==> config.mk <==
export PLATFORM = sky130hd
export DESIGN_NAME = mw_eeprom_master
export DESIGN_NICKNAME = d
export VERILOG_FILES = /design/src/rtl/mw_pkg.sv /design/src/rtl/mw_tick_timer.sv /design/src/rtl/mw_frame_plan.sv /design/src/rtl/mw_engine.sv /design/src/rtl/mw_eeprom_master.sv
export SDC_FILE = /design/constraint.sdc
export NUM_CORES = 1
export LEC_CHECK = 0
export BUFFER_PORTS_ARGS = -buffer_cell sky130_fd_sc_hd__buf_4
export CORE_MARGIN = 3
export CORE_UTILIZATION = 60
export CTS_CLUSTER_DIAMETER = 40
export CTS_CLUSTER_SIZE = 25
export DETAILED_ROUTE_END_ITERATION = 7
export GPL_TIMING_DRIVEN = 0
export HOLD_SLACK_MARGIN = 0.03
export MAX_ROUTING_LAYER = met4
export PLACE_DENSITY = 0.89
export REMOVE_ABC_BUFFERS = 1
export SLEW_MARGIN = 20
export SYNTH_ARGS = -nofsm -noshare
export SYNTH_HDL_FRONTEND = slang
export SYNTH_HIERARCHICAL = 1
export SYNTH_SLANG_ARGS = --single-unit
==> constraint.sdc <==
create_clock -name clk -period 7.11 [get_ports clk]
set_input_delay 0.3555 -clock clk [delete_from_list [all_inputs] [get_ports clk]]
set_output_delay 0.3555 -clock clk [all_outputs]
set_load 0.05 [all_outputs]
==> src/rtl/mw_pkg.sv <==
package mw_pkg;

    typedef enum logic [2:0] {
        K_IDLE,
        K_SETUP,
        K_SHOUT,
        K_SHIN,
        K_STBY,
        K_POLL,
        K_CLEAN,
        K_END
    } seg_kind_e;

    // Opcode patterns, start bit included
    localparam logic [2:0] OP_RD  = 3'b110;
    localparam logic [2:0] OP_WR  = 3'b101;
    localparam logic [4:0] OP_EN  = 5'b10011;
    localparam logic [4:0] OP_DIS = 5'b10000;

    localparam int SEG_W = 4;

endpackage

==> src/rtl/mw_tick_timer.sv <==
module mw_tick_timer #(
    parameter int PHASE_CYCLES = 5000,
    localparam int CW = $clog2(PHASE_CYCLES + 1)
) (
    input  logic clk,
    input  logic rst_n,
    input  logic run,
    output logic tick
);

    logic [CW-1:0] cnt_d, cnt_q;

    assign tick = run && (cnt_q == CW'(PHASE_CYCLES - 1));

    always_comb begin
        if (!run || tick) cnt_d = '0;
        else              cnt_d = cnt_q + 1'b1;
    end

    always_ff @(posedge clk or negedge rst_n) begin
        if (!rst_n) cnt_q <= '0;
        else        cnt_q <= cnt_d;
    end


    cnt_range_chk: assert property (@(posedge clk) disable iff (!rst_n)
        cnt_q <= CW'(PHASE_CYCLES - 1));

endmodule

==> src/rtl/mw_frame_plan.sv <==
module mw_frame_plan
    import mw_pkg::*;
#(
    parameter int ADDR_W = 6,
    parameter int DATA_W = 16,
    localparam int SH_W = 3 + ADDR_W + DATA_W,
    localparam int BCW  = $clog2(SH_W + 1)
) (
    input  logic [SEG_W-1:0]  seg,
    input  logic              is_wr,
    input  logic [ADDR_W-1:0] addr,
    input  logic [DATA_W-1:0] wdata,
    output seg_kind_e         kind,
    output logic [BCW-1:0]    nbits,
    output logic [SH_W-1:0]   word
);

    localparam int CMD_BITS = 3 + ADDR_W;

    // Words are left-aligned in the shift register
    logic [SH_W-1:0] w_rd, w_en, w_dis, w_wr;
    assign w_rd  = {OP_RD, addr, {DATA_W{1'b0}}};
    assign w_en  = {OP_EN, {(ADDR_W-2){1'b0}}, {DATA_W{1'b0}}};
    assign w_dis = {OP_DIS, {(ADDR_W-2){1'b0}}, {DATA_W{1'b0}}};
    assign w_wr  = {OP_WR, addr, wdata};

    always_comb begin
        kind  = K_END;
        nbits = '0;
        word  = '0;
        if (is_wr) begin
            case (seg)
                4'd0: kind = K_SETUP;
                4'd1: begin kind = K_SHOUT; nbits = BCW'(CMD_BITS); word = w_en;  end
                4'd2: kind = K_STBY;
                4'd3: begin kind = K_SHOUT; nbits = BCW'(SH_W);     word = w_wr;  end
                4'd4: kind = K_STBY;
                4'd5: kind = K_POLL;
                4'd6: kind = K_STBY;
                4'd7: begin kind = K_SHOUT; nbits = BCW'(CMD_BITS); word = w_dis; end
                4'd8: kind = K_CLEAN;
                default: kind = K_END;
            endcase
        end else begin
            case (seg)
                4'd0: kind = K_SETUP;
                4'd1: begin kind = K_SHOUT; nbits = BCW'(CMD_BITS); word = w_rd; end
                4'd2: kind = K_SHIN;
                4'd3: kind = K_STBY;
                default: kind = K_END;
            endcase
        end
    end

endmodule

==> src/rtl/mw_engine.sv <==
module mw_engine
    import mw_pkg::*;
#(
    parameter int ADDR_W     = 6,
    parameter int DATA_W     = 16,
    parameter int POLL_LIMIT = 200,
    localparam int SH_W = 3 + ADDR_W + DATA_W,
    localparam int BCW  = $clog2(SH_W + 1),
    localparam int PCW  = $clog2(POLL_LIMIT + 1)
) (
    input  logic              clk,
    input  logic              rst_n,
    input  logic              req_valid,
    input  logic              req_write,
    input  logic [ADDR_W-1:0] req_addr,
    input  logic [DATA_W-1:0] req_wdata,
    input  logic              tick,
    input  logic              ee_do,
    input  seg_kind_e         plan_kind,
    input  logic [BCW-1:0]    plan_bits,
    input  logic [SH_W-1:0]   plan_word,
    output logic [SEG_W-1:0]  plan_seg,
    output logic              cur_wr,
    output logic [ADDR_W-1:0] cur_addr,
    output logic [DATA_W-1:0] cur_wdata,
    output logic              busy,
    output logic              done,
    output logic              err,
    output logic [DATA_W-1:0] rdata,
    output logic              ee_cs,
    output logic              ee_sk,
    output logic              ee_di
);

    typedef struct packed {
        seg_kind_e         kind;
        logic [SEG_W-1:0]  seg;
        logic [1:0]        sub;
        logic [BCW-1:0]    bits;
        logic [SH_W-1:0]   sh;
        logic [DATA_W-1:0] rd;
        logic [PCW-1:0]    polls;
        logic              cs;
        logic              sk;
        logic              di;
        logic              busy;
        logic              done;
        logic              err;
        logic              wr;
        logic [ADDR_W-1:0] addr;
        logic [DATA_W-1:0] wdata;
    } eng_t;

    eng_t q, d;
    logic adv;

    always_comb begin
        d      = q;
        d.done = 1'b0;
        adv    = 1'b0;
        if (q.kind == K_IDLE) begin
            if (req_valid) begin
                d.busy  = 1'b1;
                d.err   = 1'b0;
                d.wr    = req_write;
                d.addr  = req_addr;
                d.wdata = req_wdata;
                d.seg   = '0;
                d.kind  = K_SETUP;
                d.sub   = 2'd0;
                d.sk    = 1'b0;
                d.di    = 1'b0;
            end
        end else if (tick) begin
            case (q.kind)
                K_SETUP: begin
                    if (q.sub == 2'd0) begin d.sub = 2'd1; d.cs = 1'b1; end
                    else adv = 1'b1;
                end
                K_SHOUT: begin
                    case (q.sub)
                        2'd0: begin d.sub = 2'd1; d.sk = 1'b1; end
                        2'd1: begin d.sub = 2'd2; d.sk = 1'b0; end
                        2'd2: begin
                            if (q.bits == BCW'(1)) begin
                                d.sub = 2'd3;
                                d.di  = 1'b0;
                            end else begin
                                d.bits = q.bits - 1'b1;
                                d.sh   = q.sh << 1;
                                d.di   = q.sh[SH_W-2];
                                d.sub  = 2'd0;
                            end
                        end
                        default: adv = 1'b1;
                    endcase
                end
                K_SHIN: begin
                    if (q.sub == 2'd0) begin
                        d.rd  = {q.rd[DATA_W-2:0], ee_do};
                        d.sk  = 1'b0;
                        d.sub = 2'd1;
                    end else if (q.bits == BCW'(1)) begin
                        adv = 1'b1;
                    end else begin
                        d.bits = q.bits - 1'b1;
                        d.sk   = 1'b1;
                        d.sub  = 2'd0;
                    end
                end
                K_STBY: begin
                    case (q.sub)
                        2'd0: begin d.sub = 2'd1; d.sk = 1'b1; end
                        2'd1: begin d.sub = 2'd2; d.cs = 1'b1; end
                        2'd2: begin d.sub = 2'd3; d.sk = 1'b0; end
                        default: adv = 1'b1;
                    endcase
                end
                K_POLL: begin
                    if (ee_do) begin
                        adv = 1'b1;
                    end else if (q.polls == PCW'(POLL_LIMIT - 1)) begin
                        d.err = 1'b1;
                        adv   = 1'b1;
                    end else begin
                        d.polls = q.polls + 1'b1;
                    end
                end
                K_CLEAN: begin
                    case (q.sub)
                        2'd0: begin d.sub = 2'd1; d.sk = 1'b1; end
                        2'd1: begin d.sub = 2'd2; d.sk = 1'b0; end
                        default: adv = 1'b1;
                    endcase
                end
                default: ;
            endcase

            if (adv) begin
                d.seg  = q.seg + 1'b1;
                d.kind = plan_kind;
                d.sub  = 2'd0;
                case (plan_kind)
                    K_SHOUT: begin
                        d.sh   = plan_word;
                        d.bits = plan_bits;
                        d.di   = plan_word[SH_W-1];
                    end
                    K_SHIN: begin
                        d.bits = BCW'(DATA_W);
                        d.sk   = 1'b1;
                        d.di   = 1'b0;
                    end
                    K_STBY: begin
                        d.cs = 1'b0;
                        d.sk = 1'b0;
                    end
                    K_POLL: d.polls = '0;
                    K_CLEAN: begin
                        d.cs = 1'b0;
                        d.di = 1'b0;
                    end
                    default: begin
                        d.kind = K_IDLE;
                        d.busy = 1'b0;
                        d.done = 1'b1;
                    end
                endcase
            end
        end
    end

    always_ff @(posedge clk or negedge rst_n) begin
        if (!rst_n) begin
            q      <= '0;
            q.kind <= K_IDLE;
        end else begin
            q <= d;
        end
    end

    assign plan_seg  = q.seg + 1'b1;
    assign cur_wr    = q.wr;
    assign cur_addr  = q.addr;
    assign cur_wdata = q.wdata;
    assign busy      = q.busy;
    assign done      = q.done;
    assign err       = q.err;
    assign rdata     = q.rd;
    assign ee_cs     = q.cs;
    assign ee_sk     = q.sk;
    assign ee_di     = q.di;


    di_stable_hi_chk: assert property (@(posedge clk) disable iff (!rst_n)
        (q.sk && $past(q.sk)) |-> (q.di == $past(q.di)));


    pins_on_tick_chk: assert property (@(posedge clk) disable iff (!rst_n)
        ({q.cs, q.sk, q.di} != $past({q.cs, q.sk, q.di}))
            |-> ($past(tick) || $past(q.kind == K_IDLE)));


    done_idle_chk: assert property (@(posedge clk) disable iff (!rst_n)
        q.done |-> (!q.busy && q.kind == K_IDLE));


    err_from_poll_chk: assert property (@(posedge clk) disable iff (!rst_n)
        $rose(q.err) |-> $past(q.kind == K_POLL));


    shin_di_low_chk: assert property (@(posedge clk) disable iff (!rst_n)
        (q.kind == K_SHIN) |-> !q.di);


    setup_order_chk: assert property (@(posedge clk) disable iff (!rst_n)
        (q.kind == K_SETUP && q.sub == 2'd1) |-> (q.cs && !q.sk && !q.di));

endmodule

==> src/rtl/mw_eeprom_master.sv <==
module mw_eeprom_master
    import mw_pkg::*;
#(
    parameter int ADDR_W       = 6,
    parameter int DATA_W       = 16,
    parameter int PHASE_CYCLES = 5000,
    parameter int POLL_LIMIT   = 200
) (
    input  logic              clk,
    input  logic              rst_n,
    input  logic              req_valid,
    input  logic              req_write,
    input  logic [ADDR_W-1:0] req_addr,
    input  logic [DATA_W-1:0] req_wdata,
    output logic              busy,
    output logic              done,
    output logic              err,
    output logic [DATA_W-1:0] rdata,
    output logic              ee_cs,
    output logic              ee_sk,
    output logic              ee_di,
    input  logic              ee_do
);

    localparam int SH_W = 3 + ADDR_W + DATA_W;
    localparam int BCW  = $clog2(SH_W + 1);

    logic              tick;
    seg_kind_e         plan_kind;
    logic [BCW-1:0]    plan_bits;
    logic [SH_W-1:0]   plan_word;
    logic [SEG_W-1:0]  plan_seg;
    logic              cur_wr;
    logic [ADDR_W-1:0] cur_addr;
    logic [DATA_W-1:0] cur_wdata;

    mw_tick_timer #(.PHASE_CYCLES(PHASE_CYCLES)) u_timer (
        .clk   (clk),
        .rst_n (rst_n),
        .run   (busy),
        .tick  (tick)
    );

    mw_frame_plan #(.ADDR_W(ADDR_W), .DATA_W(DATA_W)) u_plan (
        .seg   (plan_seg),
        .is_wr (cur_wr),
        .addr  (cur_addr),
        .wdata (cur_wdata),
        .kind  (plan_kind),
        .nbits (plan_bits),
        .word  (plan_word)
    );

    mw_engine #(
        .ADDR_W     (ADDR_W),
        .DATA_W     (DATA_W),
        .POLL_LIMIT (POLL_LIMIT)
    ) u_engine (
        .clk       (clk),
        .rst_n     (rst_n),
        .req_valid (req_valid),
        .req_write (req_write),
        .req_addr  (req_addr),
        .req_wdata (req_wdata),
        .tick      (tick),
        .ee_do     (ee_do),
        .plan_kind (plan_kind),
        .plan_bits (plan_bits),
        .plan_word (plan_word),
        .plan_seg  (plan_seg),
        .cur_wr    (cur_wr),
        .cur_addr  (cur_addr),
        .cur_wdata (cur_wdata),
        .busy      (busy),
        .done      (done),
        .err       (err),
        .rdata     (rdata),
        .ee_cs     (ee_cs),
        .ee_sk     (ee_sk),
        .ee_di     (ee_di)
    );

endmodule

==> results.rst, run 1 <==
.. list-table::
   :header-rows: 1

   * - Metric
     - Value
   * - Fraction of the mapped netlist area in adder cells
     - 0.0207
   * - Max FO, Critical Path
     - 26
   * - Die X-Extent
     - 106 um
   * - Starting utilization of the core area
     - 0.636
   * - Final count of pins violating max slew
     - 0
   * - Fmax
     - 236 MHz
   * - Residual DRC count
     - 0
   * - Topmost layer with routed signal wires
     - met4
   * - Maximum number of pins on one net before global-route repair
     - 105
   * - Fraction of the cycle the final worst path needs
     - 0.597
   * - Total CTS buffers
     - 9
   * - Last weighted congestion value of the routability-driven placer
     - 0.904
   * - Detail Route Antenna Nets
     - 0
   * - Synth Area in Compound Gates
     - 0.175
   * - Setup repair after global routing missed its margin
     - no
   * - Startpoint Class
     - register
   * - Initial DRC Count
     - 392
   * - First-pass GRT wire length
     - 20600 um
   * - PwrDens
     - 156 mW/mm2
   * - Peak per-stage delay on the critical path
     - 0.83 ns
   * - Critical path arrival
     - 4.55 ns
   * - Max-slew headroom
     - 0.341
   * - Detail Route met2 WL
     - 6070 um
   * - Standard-cell rows
     - 35
   * - Post-synthesis share of cell area spent on xor and xnor gates
     - 0.0116
   * - Routed wl met3
     - 644 um
   * - Seq cells post-synth
     - 104
   * - Via density
     - 6.16
   * - Most used flip-flop cell after synthesis
     - dfrtp_1
   * - Overall power
     - 980 uW
   * - Via count of the first global-routing pass
     - 4448
   * - Post-DP HPWL
     - 8190 um
   * - Area overhead of the layout relative to synthesis
     - 3.71%
   * - H-tree levels
     - 3
   * - Final routed wire length divided by cell count
     - 16.5 um
   * - LEAKAGE
     - 0.00287 uW
   * - Antenna violations before repair
     - 0
   * - Die Outline Area
     - 0.0113 mm2
   * - Count of final setup violators
     - 0
   * - Shortest period the worst path allows
     - 4.24 ns
   * - Fraction of registers with async set/reset
     - 1.00
   * - Post-CTS setup-driven buffer insertion count
     - 0
   * - Largest family of logic cells by synthesized area
     - simple AND/OR/NAND/NOR gates
   * - Status
     - finished, final reports clean
   * - Wire length the detailed router placed on met1
     - 5180 um
   * - Post-Synthesis Cells
     - 618
   * - Worst vdd rail ir drop
     - 0.0000997 V
   * - Ordered list of cells on the worst path
     - or4b_4 > nor4_1 > and2_1 > o31ai_4 > nor3_1 > inv_1 > o21ai_2 > o221a_2
   * - Worst reg-to-reg path cell count
     - 8
   * - Final net count
     - 638
   * - Worst-path cell with the longest stage delay
     - o21ai_2
   * - Number of unique standard cell types used by synthesis
     - 78
   * - Gates resized, CTS repair
     - 0
   * - Reported max-cap violation count
     - 0
   * - Kind of critical path
     - register to register
   * - Routed WL
     - 12200 um
   * - Average cell area after synthesis
     - 9.77 um2
   * - Post-synthesis instance area
     - 0.00604 mm2
   * - Clk buf depth
     - 2
   * - Tightest Pin Transition
     - 0.988 ns
   * - Number of flops mapped to enable cells by yosys
     - 0
   * - Clock Tree Root
     - clkbuf_8
   * - Later-pin clock latency in the skew report
     - 0.38 ns
   * - CTS Sinks
     - 104
   * - Setup TNS
     - 0 ns
   * - Number of antenna diodes
     - 0
   * - Final cell count without fillers
     - 735
   * - Simple-gate area share of the yosys netlist
     - 0.218
   * - Number of input and output port buffers inserted
     - 48
   * - Ys Warns
     - 6
   * - Clock-pin slew on the worst setup and hold paths
     - 0.11 ns
   * - Hold buffers post-CTS
     - 0
   * - CTS tree
     - yes
   * - I/O Pins
     - 49
   * - Fraction of final layout cells with drive strength greater than 1
     - 0.208
   * - Final hold slack
     - 0.0683 ns
   * - Placed Instances
     - 719
   * - Worst EP required
     - 7.42 ns
   * - Core ar.
     - 0.00950 mm2
   * - Clock Skew
     - 0.0133 ns
   * - Element type at the critical path end
     - register
   * - Height of the die
     - 106 um
   * - GR Overflow Total
     - 0
   * - Path category of the worst min-delay check
     - input pin to asynchronous set/reset pin
   * - Sequential area share after synthesis
     - 0.431
   * - Number of iterations in the first detailed-routing pass
     - 5
   * - Post-synthesis mux area share
     - 0.0418
   * - Via count
     - 4529
   * - Number of hold violations in the final report
     - 0
   * - Global router's overall resource usage
     - 0.229
## kinds of logic (layout without fill, tap and decap cells)
family                     count (synthesis)  in the layout
AOI/OAI and AO/OA                        131            131
xor gates and xnor gates                   8              8
adders and majority gates                 10             10
buffers and inverters                     99             86
DFF                                      104            104
muxes                                     23             23
other                                      1              2
and+or+nand+nor                          242            242
## sequential cells by signal, summed over array words and instances, names as in the netlist
signal,flops
u_engine/ee_di,1
u_engine/rdata,16
u_timer/cnt_q,13
u_engine/cur_addr,6
u_engine/done,1
u_engine/cur_wr,1
u_engine/cur_wdata,16
u_engine/ee_cs,1
u_engine/q,46
u_engine/busy,1
u_engine/err,1
u_engine/ee_sk,1
## metal layers
metal  GRT usage  up-vias
met3      0.0358       32
li1            -     2141
met1       0.286     2195
met2       0.381      161
met5           -        -
met4      0.0814        0
## power by group
| group | internal, uW | total [uW] | switching [uW] |
|---|---|---|---|
| Sequential | 591 | 591 | 0.136 |
| Combinational | 12.0 | 31.9 | 19.9 |
| Clock | 136 | 356 | 221 |
## cells in the final DEF (no fill, tap or decap), types with 16 or more instances in the layout
| cell type | n |
|---|---|
| a21oi_1 | 26 |
| or3_1 | 28 |
| inv_1 | 21 |
| buf_4 | 47 |
| nand2_1 | 88 |
| mux2_2 | 17 |
| dfrtp_1 | 104 |
| and2_1 | 25 |
| nand3_1 | 26 |
| o221a_2 | 23 |
| o21ai_0 | 16 |
## cell type report
class                           count  area, um2
Fill cell                         737       3240
Multi-Input combinational cell    416       2860
Sequential cell                   104       2600
Timing Repair Buffer               49        375
Tap cell                          129        161
Clock buffer                        9        124
Inverter                           21       78.8
Clock inverter                      7       62.6
## worst max-delay path: cells and delay by family (launching register included)
family | cells | cell delay (ns)
AOI/OAI and AO/OA | 3 | 1.51
buffers and inverters | 1 | 0.40
DFF | 1 | 0.43
and+or+nand+nor | 4 | 1.82
## synth_stat cells, types with 14 or more instances
cell type | instances | share of area
a21oi_1 | 26 | 0.022
and2_1 | 25 | 0.026
buf_4 | 47 | 0.058
clkbuf_1 | 14 | 0.0087
dfrtp_1 | 104 | 0.43
inv_1 | 21 | 0.013
mux2_2 | 17 | 0.032
nand2_1 | 89 | 0.055
nand3_1 | 26 | 0.022
o21ai_0 | 16 | 0.013
o221a_2 | 23 | 0.043
or3_1 | 28 | 0.029
## final timing paths
path,startpoint,end,slack (ns)
min in group clk,req_wdata[3],u_engine/cur_wdata[3],0.16
worst max-delay path,u_timer/cnt_q[3],u_engine/q[68],2.87
max in group asynchronous,rst_n,u_engine/rdata[4],6.43
worst min register to register,u_engine/cur_addr[2],u_engine/cur_addr[2],0.48
worst max register to register,u_timer/cnt_q[3],u_engine/q[68],2.87
worst min-delay path,rst_n,u_engine/q[58],0.07
## through the flow
stage          area [um2]  utilization  setup slack, ns
3_5_place_dp         6050        0.637             2.89
5_1_grt              6260        0.659             2.60
3_3_place_gp         6030        0.634             2.93
2_1_floorplan        5510            -             3.84
6_report             6260        0.659             2.87
4_1_cts              6240        0.657             2.87
Power figures use the tool's default switching activity.
==> run 2: changes to the inputs <==
CORE_UTILIZATION = 55   (was 60)
PLACE_DENSITY = 0.86   (was 0.89)
clock period = 3.5 ns   (was 7.11 ns; I/O delays follow)
==> run 2 against run 1 <==
Net effect: total power up 120%; fmax up 30%; core utilization down 3.3 points; worst hold slack better by 0.044 ns; via count up 5.2%; clock-buffer cell count up 4; critical endpoint is now u_engine/q[63]; clock power up 130%; flip-flop and latch count unchanged; sequential power up 100%; die area up 8.6%; worst setup slack worse by 2.6 ns; largest cell class unchanged.
==> results.rst, run 2 (synthesis results as in run 1) <==
.. list-table::
   :header-rows: 1

   * - Metric
     - Value
   * - Cell area after placement
     - 0.00606 mm2 (+0.14%)
   * - Startpoint Class
     - register
   * - Critical register-to-register path endpoint
     - u_engine/q[63]
   * - Total CTS buffers
     - 9 (unchanged)
   * - Maximum number of pins on one net before global-route repair
     - 105 (unchanged)
   * - Via density
     - 6.21 (+0.82%)
   * - Final routed wire length divided by cell count
     - 17.6 um (+6.2%)
   * - Overall power
     - 2120 uW (+120%)
   * - Setup repair after global routing missed its margin
     - no
   * - Global router's overall resource usage
     - 0.229 (about the same)
   * - Starting utilization of the core area
     - 0.575 (-0.0608)
   * - Element type at the critical path end
     - register
   * - Fmax
     - 306 MHz (+30%)
   * - Filler cell count
     - 827 (+12%)
   * - Detail Route Antenna Nets
     - 0 (unchanged)
   * - Antenna violations before repair
     - 0 (unchanged)
   * - CTS Sinks
     - 104 (unchanged)
   * - I/O Pins
     - 49 (unchanged)
   * - Count of final setup violators
     - 0 (unchanged)
   * - Tightest Pin Transition
     - 1.12 ns (+0.136 ns)
   * - Final design area excluding fillers
     - 0.00658 mm2 (+5.0%)
   * - Most common cell after layout, fill and taps aside
     - dfrtp_1
   * - Shortest period the worst path allows
     - 3.27 ns (-0.974 ns)
   * - Die X-Extent
     - 111 um (+4.2%)
   * - Clock Skew
     - 0.00893 ns (-0.00433 ns)
   * - Max-slew headroom
     - 0.249 (-0.0927)
   * - Path category of the worst min-delay check
     - input pin to register
   * - Via count
     - 4765 (+5.2%)
   * - Placed Instances
     - 726 (+0.97%)
   * - First-pass GRT wire length
     - 22800 um (+10%)
   * - Worst-path cell with the longest stage delay
     - or3_1
   * - Ordered list of cells on the worst path
     - or4b_4 > nor4_1 > and2_4 > o31ai_4 > or3_1 > a31o_4 > o221a_2
   * - Critical Path Sink
     - u_engine/q[63]
   * - Number of antenna diodes
     - 0 (unchanged)
   * - Later-pin clock latency in the skew report
     - 0.37 ns (about the same)
   * - Worst-case register-to-register setup slack
     - 0.23 ns (-2.64 ns)
   * - Fraction of the cycle the final worst path needs
     - 0.933 (+0.337)
   * - CTS tree
     - yes
   * - Post-CTS setup-driven buffer insertion count
     - 0 (unchanged)
   * - Register containing the most flip-flops in the final layout
     - u_engine/q
   * - Initial DRC Count
     - 493 (+26%)
   * - Worst vdd rail ir drop
     - 0.000209 V (+110%)
   * - Peak per-stage delay on the critical path
     - 0.59 ns (-0.24 ns)
   * - Reg-to-Reg Start
     - u_timer/cnt_q[3]
   * - Number of flip-flops under the largest register name
     - 46 (unchanged)
   * - PwrDens
     - 322 mW/mm2 (+110%)
   * - H-tree levels
     - 3 (unchanged)
   * - Final net count
     - 663 (+3.9%)
   * - Number of input and output port buffers inserted
     - 48 (unchanged)
   * - Standard-cell rows
     - 37 (+5.7%)
   * - Fraction of final layout cells with drive strength greater than 1
     - 0.204 (-0.00348)
   * - Die Outline Area
     - 0.0123 mm2 (+8.6%)
   * - Core ar.
     - 0.0105 mm2 (+11%)
   * - Post-DP HPWL
     - 8420 um (+2.8%)
   * - Reported max-cap violation count
     - 0 (unchanged)
   * - Worst reg-to-reg path cell count
     - 7 (-1)
   * - Clk buf depth
     - 2 (unchanged)
   * - Clock-pin slew on the worst setup and hold paths
     - 0.10 ns (about the same)
   * - LEAKAGE
     - 0.00300 uW (+4.5%)
   * - Critical path arrival
     - 3.53 ns (-1.02 ns)
   * - Final cell count without fillers
     - 767 (+4.4%)
   * - Residual DRC count
     - 0 (unchanged)
   * - GR Overflow Total
     - 0 (unchanged)
   * - Number of hold violations in the final report
     - 0 (unchanged)
   * - Status
     - finished, final reports clean
   * - Last weighted congestion value of the routability-driven placer
     - 0.904 (about the same)
   * - Routed WL
     - 13500 um (+11%)
   * - Commonest cells after routing, fill and taps aside
     - dfrtp_1 (104), nand2_1 (89), buf_4 (47)
   * - Max FO, Critical Path
     - 23 (-12%)
   * - Worst setup startpoint
     - u_timer/cnt_q[3]
   * - Via count of the first global-routing pass
     - 4699 (+5.6%)
   * - Kind of critical path
     - register to register
   * - Final count of pins violating max slew
     - 0 (unchanged)
   * - Worst EP required
     - 3.77 ns (-3.65 ns)
   * - Height of the die
     - 111 um (+4.2%)
   * - Clock Tree Root
     - clkbuf_8
   * - Area overhead of the layout relative to synthesis
     - 8.91%
   * - Number of iterations in the first detailed-routing pass
     - 5 (unchanged)
## run 2: cell types whose count changed in the layout (fill, tap and decap cells not counted), moves of 2 or more
| cell | delta |
|---|---|
| clkbuf_8 | +4 |
| inv_6 | -2 |
| o21ai_4 | +2 |
| inv_8 | -2 |
| dlygate4sd3_1 | +24 |
## run 2: power by group
part           internal [uW]  switching [uW]
Combinational           41.7            46.7
Clock                    412             416
Sequential              1200           0.258
## run 2: worst max-delay path, delay by kind of cell, from the launching register on
kind             cells  cell delay, ns
AO/OA/AOI/OAI        3            0.90
flip-flops           1            0.43
AND/OR/NAND/NOR      4            1.82
## run 2: stage by stage
stage	setup TNS (ns)	utilization	setup slack, ns	hold slack [ns]
after floorplan	0	-	0.228	-0.121
final	0	0.626	0.233	0.112
after global routing	0	0.626	0.0508	0.103
after global placement	-18.81	0.574	-0.640	0.366
after CTS	0	0.625	0.0534	0.0963
after detailed placement	-25.22	0.577	-0.832	0.354
## run 2: how the worst min path moves through the flow
stage,from,to,slack (ns),cells past startpoint
after global placement,req_addr[2],u_engine/cur_addr[2],0.37,3
after CTS,ee_do,u_engine/rdata[0],0.1,2
after global routing,ee_do,u_engine/rdata[0],0.10,2
final,ee_do,u_engine/rdata[0],0.11,2
after detailed placement,rst_n,u_engine/rdata[2],0.35,1
after floorplan,rst_n,u_engine/busy,-0.12,0
## run 2: timing repair
item,4_1_cts,5_1_grt
pin swaps,1,0
cloned,1,0
hold buffers,24,0
endpoints found under the hold margin,127,0
resized for setup,6,2
setup endpoints to repair,45,15
## run 2: layout make-up
class	instances	area (um2)	area share
Inverter	21	78.8	0.0120
Clock inverter	3	47.5	0.00723
Sequential cell	104	2600	0.396
Multi-Input combinational cell	417	2880	0.438
Clock buffer	13	179	0.0272
Timing Repair Buffer	73	616	0.0936
Tap cell	136	170	0.0259
## run 2: layer usage
metal,global-route usage,share of wire,vias up
met3,0.0453,0.056,38
met1,0.287,0.43,2331
met4,0.0985,0.027,0
li1,-,-,2196
met2,0.363,0.49,200
met5,-,0,-
==> run 3: changes to the inputs <==
CTS_BUF_LIST = sky130_fd_sc_hd__clkbuf_16   (was default)
==> run 3 against run 2 <==
Net effect: global-route usage is 0.22 points lower; worst setup slack lost 0.071 ns; critical path depth unchanged; register-to-register slack worse by 0.07 ns; non-clock buffer count shrank 2; fmax is 2.1% lower; sequential power is essentially flat; final cell count down 0.26%; final area up 0.61%; clock skew fell by 0.0034 ns; via count down 1.3%; critical endpoint is now u_engine/q[54].
==> results.rst, run 3 (synthesis results as in run 1) <==
.. list-table::
   :header-rows: 1

   * - Metric
     - Value
   * - Most common cell after layout, fill and taps aside
     - dfrtp_1
   * - Post-DP HPWL
     - 8420 um (unchanged)
   * - Max-slew headroom
     - 0.259 (+0.00978)
   * - Worst EP required
     - 3.73 ns (-0.04 ns)
   * - Detail Route Antenna Nets
     - 0 (unchanged)
   * - Clock-pin slew on the worst setup and hold paths
     - 0.07 ns (-0.03 ns)
   * - Setup WS pre-CTS
     - -0.832 ns (unchanged)
   * - Clock Skew
     - 0.00554 ns (-0.00339 ns)
   * - Number of hold violations in the final report
     - 0 (unchanged)
   * - Final worst slack
     - 0.161 ns (-0.0714 ns)
   * - Final count of pins violating max slew
     - 0 (unchanged)
   * - Kind of critical path
     - register to register
   * - Path category of the worst min-delay check
     - input pin to register
   * - Height of the die
     - 111 um (unchanged)
   * - Count of final setup violators
     - 0 (unchanged)
   * - Placed Instances
     - 726 (unchanged)
   * - Residual DRC count
     - 0 (unchanged)
   * - Setup TNS
     - 0 ns (unchanged)
   * - I/O Pins
     - 49 (unchanged)
   * - Shortest period the worst path allows
     - 3.34 ns (+0.0714 ns)
   * - Critical path arrival
     - 3.57 ns (+0.04 ns)
   * - Element type at the critical path end
     - register
   * - Via density
     - 6.15 (-1.0%)
   * - Number of antenna diodes
     - 0 (unchanged)
   * - Final net count
     - 661 (-0.30%)
   * - Fmax
     - 300 MHz (-2.1%)
   * - CTS tree
     - yes
   * - Max FO, Critical Path
     - 23 (unchanged)
   * - GR Overflow Total
     - 0 (unchanged)
   * - Initial DRC Count
     - 431 (-13%)
   * - Post-CTS setup-driven buffer insertion count
     - 0 (unchanged)
   * - Via count
     - 4704 (-1.3%)
   * - Via count of the first global-routing pass
     - 4649 (-1.1%)
   * - First-pass GRT wire length
     - 22500 um (-1.2%)
   * - CTS Sinks
     - 104 (unchanged)
   * - Area overhead of the layout relative to synthesis
     - 9.57%
   * - Final cell count without fillers
     - 765 (-0.26%)
   * - Maximum number of pins on one net before global-route repair
     - 105 (unchanged)
   * - Fraction of the cycle the final worst path needs
     - 0.954 (+0.0204)
   * - Final hold slack
     - 0.0356 ns (-0.0766 ns)
   * - Total CTS buffers
     - 9 (unchanged)
   * - Commonest cells after routing, fill and taps aside
     - dfrtp_1 (104), nand2_1 (89), buf_4 (47)
   * - Starting utilization of the core area
     - 0.575 (unchanged)
   * - LEAKAGE
     - 0.00301 uW (+0.49%)
   * - Overall power
     - 2280 uW (+7.8%)
   * - Antenna violations before repair
     - 0 (unchanged)
   * - Startpoint Class
     - register
   * - Die Outline Area
     - 0.0123 mm2 (unchanged)
   * - Clock Tree Root
     - clkbuf_16
   * - Final routed wire length divided by cell count
     - 17.5 um (-0.30%)
   * - Core ar.
     - 0.0105 mm2 (unchanged)
   * - Reported max-cap violation count
     - 0 (unchanged)
   * - Routed WL
     - 13400 um (-0.56%)
   * - Fraction of final layout cells with drive strength greater than 1
     - 0.199 (-0.00571)
   * - Die X-Extent
     - 111 um (unchanged)
   * - Worst vdd rail ir drop
     - 0.000210 V (about the same)
   * - Standard-cell rows
     - 37 (unchanged)
   * - Tightest Pin Transition
     - 1.11 ns (-0.0146 ns)
   * - H-tree levels
     - 3 (unchanged)
   * - Clk buf depth
     - 2 (unchanged)
   * - Last weighted congestion value of the routability-driven placer
     - 0.904 (unchanged)
   * - Number of iterations in the first detailed-routing pass
     - 6 (+1)
   * - Number of input and output port buffers inserted
     - 48 (unchanged)
   * - PwrDens
     - 345 mW/mm2 (+7.2%)
   * - Later-pin clock latency in the skew report
     - 0.35 ns (-0.02 ns)
   * - Status
     - finished, final reports clean
   * - Register containing the most flip-flops in the final layout
     - u_engine/q
   * - Number of flip-flops under the largest register name
     - 46 (unchanged)
   * - Global router's overall resource usage
     - 0.227 (-0.00217)
   * - Setup repair after global routing missed its margin
     - no
run 3: final timing paths:
| path | from | slack, ns | cells past startpoint | endpoint |
|---|---|---|---|---|
| min in group asynchronous | rst_n | 0.48 | 2 | u_engine/rdata[2] |
| worst min register to register | u_engine/cur_wdata[4] | 0.46 | 2 | u_engine/cur_wdata[4] |
| worst max register to register | u_timer/cnt_q[3] | 0.16 | 7 | u_engine/q[54] |
| worst min-delay path | req_wdata[6] | 0.04 | 3 | u_engine/cur_wdata[6] |
| max in group asynchronous | rst_n | 2.36 | 2 | u_engine/q[74] |
| worst max-delay path | u_timer/cnt_q[3] | 0.16 | 7 | u_engine/q[54] |
run 3: stage by stage:
stage	utilization	cell area, um2
3_5_place_dp	0.577	6060
4_1_cts	0.629	6610
2_1_floorplan	-	5510
3_3_place_gp	0.574	6040
6_report	0.630	6620
5_1_grt	0.630	6620
run 3: power by group:
| group | internal [uW] | switching (uW) | total (uW) |
|---|---|---|---|
| logic | 40.2 | 45.8 | 86.0 |
| registers | 1200 | 0.258 | 1200 |
| clock network | 548 | 448 | 996 |
run 3: timing repair:
action,CTS,global route
hold endpoints to repair,125,0
hold buffers,22,0
gates cloned,1,0
resized for setup,6,1
pin swaps,1,0
endpoints found under the setup margin,43,2
run 3: cell type report:
type                    count  area (um2)
flip-flops and latches    104        2600
fillers                   838        3890
well taps                 136         170
repair buffers             71         596
clock inverters             7        62.6
multi-input cells         417        2880
inverters                  21        78.8
clock buffers               9         225
run 3: critical path, stage by stage, from the launching register on:
cell and delay (ns):
dfrtp_1 0.42, or4b_4 0.57, nor4_1 0.28, and2_2 0.44, o31ai_4 0.27, or3_1 0.57, a31o_4 0.36, o221a_2 0.30
run 3: layer usage:
metal | wire [um] | share of wire | global-route usage
met1 | 5670 | 0.42 | 0.283
met3 | 709 | 0.053 | 0.0360
met2 | 6680 | 0.50 | 0.367
met5 | 0 | 0 | -
met4 | 329 | 0.025 | 0.100
